==> config.mk <==
export PLATFORM = sky130hd
export DESIGN_NAME = hyst_edge_trigger
export DESIGN_NICKNAME = d
export VERILOG_FILES = /design/src/rtl/trg_pkg.sv /design/src/rtl/trg_level_clamp.sv /design/src/rtl/trg_hyst_arm.sv /design/src/rtl/trg_src_select.sv /design/src/rtl/hyst_edge_trigger.sv
export SDC_FILE = /design/constraint.sdc
export NUM_CORES = 1
export LEC_CHECK = 0
export ABC_AREA = 1
export CORE_UTILIZATION = 64
export DETAILED_ROUTE_END_ITERATION = 8
export DONT_BUFFER_PORTS = 1
export PLACE_DENSITY = 0.8
export SKIP_LAST_GASP = 1
export SYNTH_ARGS = -nofsm -noshare
export SYNTH_HDL_FRONTEND = slang
export SYNTH_HIERARCHICAL = 1
export SYNTH_SLANG_ARGS = --single-unit
==> constraint.sdc <==
create_clock -name clk -period 4.1 [get_ports clk]
set_input_delay 0.82 -clock clk [delete_from_list [all_inputs] [get_ports clk]]
set_output_delay 0.82 -clock clk [all_outputs]
set_load 0.005 [all_outputs]
==> src/rtl/trg_pkg.sv <==
package trg_pkg;
  typedef enum logic [1:0] {
    SRC_CHAN = 2'd0,
    SRC_EXT  = 2'd1,
    SRC_SOFT = 2'd2,
    SRC_NONE = 2'd3
  } trg_src_e;
endpackage

==> src/rtl/trg_level_clamp.sv <==
module trg_level_clamp #(
  parameter int SAMPLE_W = 12,
  parameter int LEVEL_W  = 14
) (
  input  logic signed [LEVEL_W-1:0]  lvl_raw,
  output logic signed [SAMPLE_W-1:0] lvl
);
  localparam int HI_I = 2**(SAMPLE_W-1) - 1;
  localparam int LO_I = -(2**(SAMPLE_W-1));

  int raw_i;

  always_comb begin
    raw_i = int'(lvl_raw);
    if (raw_i > HI_I)      lvl = SAMPLE_W'(HI_I);
    else if (raw_i < LO_I) lvl = SAMPLE_W'(LO_I);
    else                   lvl = SAMPLE_W'(raw_i);
  end
endmodule

==> src/rtl/trg_hyst_arm.sv <==
module trg_hyst_arm #(
  parameter int SAMPLE_W = 12,
  parameter int HYST     = 205
) (
  input  logic                       clk,
  input  logic                       rst_n,
  input  logic                       enable,
  input  logic                       valid,
  input  logic signed [SAMPLE_W-1:0] smp,
  input  logic signed [SAMPLE_W-1:0] lvl,
  input  logic                       slope_neg,
  output logic                       fire,
  output logic                       armed
);
  int  s_i, l_i;
  logic crossed, arm_hit;

  always_comb begin
    s_i     = int'(smp);
    l_i     = int'(lvl);
    crossed = slope_neg ? (s_i <= l_i) : (s_i >= l_i);
    arm_hit = slope_neg ? (s_i >= l_i + HYST) : (s_i <= l_i - HYST);
    fire    = enable && valid && armed && crossed;
  end

  always_ff @(posedge clk) begin
    if (!rst_n)               armed <= 1'b0;
    else if (!enable)         armed <= 1'b0;
    else if (valid) begin
      if (armed && crossed)   armed <= 1'b0;
      else if (arm_hit)       armed <= 1'b1;
    end
  end


  dis_clears_arm_chk: assert property (@(posedge clk) disable iff (!rst_n)
    !enable |=> !armed);


  fire_disarms_chk: assert property (@(posedge clk) disable iff (!rst_n)
    fire |=> !armed);


  idle_keeps_arm_chk: assert property (@(posedge clk) disable iff (!rst_n)
    (enable && !valid) |=> $stable(armed));
endmodule

==> src/rtl/trg_src_select.sv <==
module trg_src_select
  import trg_pkg::*;
(
  input  logic       clk,
  input  logic       rst_n,
  input  logic       enable,
  input  logic       valid,
  input  logic [1:0] src_sel,
  input  logic       sw_stb,
  input  logic       ext_stb,
  input  logic       ch_fire,
  output logic       fire
);
  trg_src_e src;
  logic     stb_now, pend, strobe_path;

  always_comb begin
    src         = trg_src_e'(src_sel);
    stb_now     = ((src == SRC_EXT) && ext_stb) || ((src == SRC_SOFT) && sw_stb);
    strobe_path = (src == SRC_EXT) || (src == SRC_SOFT);
    fire = 1'b0;
    if (enable && valid) begin
      case (src)
        SRC_CHAN: fire = ch_fire;
        SRC_EXT,
        SRC_SOFT: fire = pend || stb_now;
        default:  fire = 1'b0;
      endcase
    end
  end

  always_ff @(posedge clk) begin
    if (!rst_n)                                        pend <= 1'b0;
    else if (!enable)                                  pend <= 1'b0;
    else if (valid && strobe_path && (pend || stb_now)) pend <= 1'b0;
    else if (stb_now)                                  pend <= 1'b1;
  end


  pend_clear_chk: assert property (@(posedge clk) disable iff (!rst_n)
    !enable |=> !pend);


  pend_once_chk: assert property (@(posedge clk) disable iff (!rst_n)
    (fire && strobe_path) |=> !pend);
endmodule

==> src/rtl/hyst_edge_trigger.sv <==
module hyst_edge_trigger
  import trg_pkg::*;
#(
  parameter int SAMPLE_W = 12,
  parameter int LEVEL_W  = 14,
  parameter int HYST_PCT = 5,
  parameter int CNT_W    = 32
) (
  input  logic                clk,
  input  logic                rst_n,
  input  logic                enable,
  input  logic                smp_valid,
  input  logic [SAMPLE_W-1:0] smp_data,
  input  logic [LEVEL_W-1:0]  trig_level,
  input  logic                slope_neg,
  input  logic [1:0]          src_sel,
  input  logic                sw_trig,
  input  logic                ext_trig,
  output logic                trig_pulse,
  output logic [CNT_W-1:0]    trig_index
);
  localparam int HYST = ((2**SAMPLE_W) * HYST_PCT + 50) / 100;

  logic signed [SAMPLE_W-1:0] lvl_c;
  logic                       ch_fire, ch_armed, fire_now;
  logic [CNT_W-1:0]           sample_cnt;

  trg_level_clamp #(.SAMPLE_W(SAMPLE_W), .LEVEL_W(LEVEL_W)) u_clamp (
    .lvl_raw (signed'(trig_level)),
    .lvl     (lvl_c)
  );

  trg_hyst_arm #(.SAMPLE_W(SAMPLE_W), .HYST(HYST)) u_arm (
    .clk       (clk),
    .rst_n     (rst_n),
    .enable    (enable),
    .valid     (smp_valid),
    .smp       (signed'(smp_data)),
    .lvl       (lvl_c),
    .slope_neg (slope_neg),
    .fire      (ch_fire),
    .armed     (ch_armed)
  );

  trg_src_select u_sel (
    .clk     (clk),
    .rst_n   (rst_n),
    .enable  (enable),
    .valid   (smp_valid),
    .src_sel (src_sel),
    .sw_stb  (sw_trig),
    .ext_stb (ext_trig),
    .ch_fire (ch_fire),
    .fire    (fire_now)
  );

  always_ff @(posedge clk) begin
    if (!rst_n) begin
      sample_cnt <= '0;
      trig_pulse <= 1'b0;
      trig_index <= '0;
    end else begin
      trig_pulse <= fire_now;
      if (fire_now)  trig_index <= sample_cnt;
      if (smp_valid) sample_cnt <= sample_cnt + 1'b1;
    end
  end


  gate_chk: assert property (@(posedge clk) disable iff (!rst_n)
    trig_pulse |-> $past(smp_valid && enable));


  cnt_step_chk: assert property (@(posedge clk) disable iff (!rst_n)
    smp_valid |=> sample_cnt == CNT_W'($past(sample_cnt) + 1));


  cnt_hold_chk: assert property (@(posedge clk) disable iff (!rst_n)
    !smp_valid |=> $stable(sample_cnt));


  index_hold_chk: assert property (@(posedge clk) disable iff (!rst_n)
    !trig_pulse |-> $stable(trig_index));


  chan_needs_arm_chk: assert property (@(posedge clk) disable iff (!rst_n)
    (trig_pulse && $past(src_sel) == 2'd0) |-> $past(ch_armed));
endmodule

==> impl_metrics.env <==
export IMPL_ir_worst_vdd_uv=286
export IMPL_core_mm2=0.00683
export IMPL_grt_pass1_vias=3798
export IMPL_syn_num_nets=760
export IMPL_hold_violations=0
export IMPL_setup_viol_count_final=0
export IMPL_die_y_um=86.2
export IMPL_yosysUniqueCellTypes=32
export IMPL_die_w_um=86.2
export IMPL_final_layout_size_suffix_gt1_frac=0.0737
export IMPL_globalplace_congestion=0.928
export IMPL_cts_root_buf="clkbuf_8"
export IMPL_slew_violations=0
export IMPL_synth_avg_cell_area_um2=6.67
export IMPL_io_pins=68
export IMPL_postCtsResizedCells=0
export IMPL_hold_slack_ns=0.463
export IMPL_n_antenna_cell=0
export IMPL_overflow=0
export IMPL_holdBufCountCts=0
export IMPL_start_kind="input pin"
export IMPL_dpl_cell_area_mm2=0.00458
export IMPL_critical_path_required_ns=4.36
export IMPL_p_per_area_mw_per_mm2=310
export IMPL_cts_tree="built"
export IMPL_final_cell_mix="158 x nand2_1, 94 x nor2_1, 76 x inv_1, 67 x dfxtp_1, 47 x a21oi_1"
export IMPL_hold_class="flip-flop to flip-flop"
export IMPL_critPathArrivalTime_ns=3.61
export IMPL_critPathCaptureType="flip-flop"
export IMPL_final_common_cell="nand2_1"
export IMPL_ys_seq_area_frac=0.295
export IMPL_portBuffers=0
export IMPL_grt_usage=0.285
export IMPL_netlist_instances=681
export IMPL_fill_cells=593
export IMPL_fin_crit_ns=3.35
export IMPL_cts_setup_buffers=0
export IMPL_cts_max_level=3
export IMPL_path_clk_slew_ns=0.07
export IMPL_via_per_inst=5.37
export IMPL_syn_to_final_growth_pct=4.90
export IMPL_fin_crit_sh=0.817
export IMPL_fin_area_mm2=0.00476
export IMPL_drtPass1Iterations=5
export IMPL_outcome="completed"
export IMPL_wl_per_cell_um=13.1
export IMPL_fin_tns_setup_ns=0
export IMPL_relSlewSlack=0.674
export IMPL_drc=0
export IMPL_vias=4158
export IMPL_drv_cap=0
export IMPL_crit_path_max_fanout=51
export IMPL_p_leak_nw=2.17
export IMPL_totalWireLength_mm=10.1
export IMPL_finalClockSkew_ns=0.00610
export IMPL_worst_slew_pin_slew_ns=0.488
export IMPL_crit_type="input pin to flip-flop"
export IMPL_grt_pass1_wl_mm=17.0
export IMPL_rsz0062_at_grt="false"
export IMPL_numCtsBuffers=9
export IMPL_ys_ff_latch=67
export IMPL_regArea_mm2=0.00134
export IMPL_cts_buffer_depth=2
export IMPL_die_area_mm2=0.00744
export IMPL_syn_cell_area_mm2=0.00454
export IMPL_multiInputGateArea_mm2=0.00281
export IMPL_start_util=0.665
export IMPL_antenna_found_initial=0
export IMPL_drtIter0Drc=305
export IMPL_post_dp_hpwl_mm=7.75
export IMPL_ant_nets=0
export IMPL_grt_max_degree=56
export IMPL_clock_latency_ns=0.34
export IMPL_rows=30
export IMPL_num_nets_final=754
export IMPL_cts_sinks=67
export IMPL_fmax_ghz=0.299
export IMPL_yosysWarningCount=6
synth_stat cells, drive strengths merged:
cell | count | area share
nand2 | 167 | 0.14
nor2 | 113 | 0.11
inv | 78 | 0.064
dfxtp | 67 | 0.30
a21oi | 49 | 0.057
ha | 44 | 0.12
o21ai | 41 | 0.045
nand3 | 39 | 0.045
nor3 | 18 | 0.021
xor2 | 18 | 0.035
clkbuf | 13 | 0.011
nand4 | 11 | 0.015
a31oi | 7 | 0.0096
buf | 5 | 0.0099
and2 | 3 | 0.0041
clkinv | 2 | 0.0017
o21bai | 2 | 0.0041
a211oi | 1 | 0.0017
a21o | 1 | 0.0017
nand3b | 1 | 0.0017
xnor2 | 1 | 0.0019
cell families after synthesis:
kind of cell | count (synthesis) | synth area share
compound gates | 101 | 0.120
buf+inv | 98 | 0.0868
flops | 67 | 0.295
simple gates | 352 | 0.340
fa+ha+maj | 44 | 0.121
xor+xnor | 19 | 0.0366
stage by stage:
stage,utilization,total power [mW],setup slack (ns),std cells
after floorplan,-,0.919,0.800,681
after global placement,0.671,0.958,0.527,760
after detailed placement,0.671,0.966,0.432,760
after CTS,0.697,1.48,0.770,774
after global routing,0.697,1.56,0.473,774
final,0.697,1.48,0.750,774
sequential cells by signal, summed over array words and instances, names as in the netlist:
name         flops
sample_cnt      32
trig_index      32
trig_pulse       1
u_arm/armed      1
u_sel/pend       1
power breakdown:
group,total [mW],leakage [nW],internal (mW),switching [mW]
clock network,0.516,0.0950,0.289,0.227
registers,0.671,0.541,0.662,0.00883
logic,0.289,1.53,0.109,0.181
total,1.48,2.17,1.06,0.417
worst max-delay path: stages:
cell	delay (ns)
o21bai_2	0.26
nand2_1	0.23
clkinv_1	0.24
ha_1	0.34
nand2_1	0.07
nor2_1	0.13
and2_1	0.17
nand2_1	0.07
nand3_1	0.06
nand2_1	0.05
nand3_1	0.08
nand3_1	0.07
inv_1	0.06
nand2_1	0.08
a21oi_4	0.15
buf_4	0.38
o21ai_0	0.17
a21oi_1	0.14
final timing paths:
path / cells after the start / slack, ns / end / from
hold reg to reg: 2 / 0.46 / u_sel/pend / u_sel/pend
hold / removal: 2 / 0.46 / u_sel/pend / u_sel/pend
setup reg to reg: 9 / 2.47 / trig_index[2] / u_arm/armed
setup / recovery: 18 / 0.75 / trig_index[2] / trig_level[13]
routing by layer:
layer	up-vias	wire length (um)	track usage
met1	1855	4890	0.386
met3	9	593	0.0600
met5	-	0	0
met4	0	93	0.0667
met2	112	4530	0.465
li1	2182	-	-
layout make-up:
type | count | area share
clock buffer | 11 | 0.0297
clock inverter | 3 | 0.00840
inverter | 80 | 0.0630
multi-input combinational | 516 | 0.591
sequential | 67 | 0.282
tap | 96 | 0.0252
timing repair buffer | 1 | 0.00158
Power figures use the tool's default switching activity.
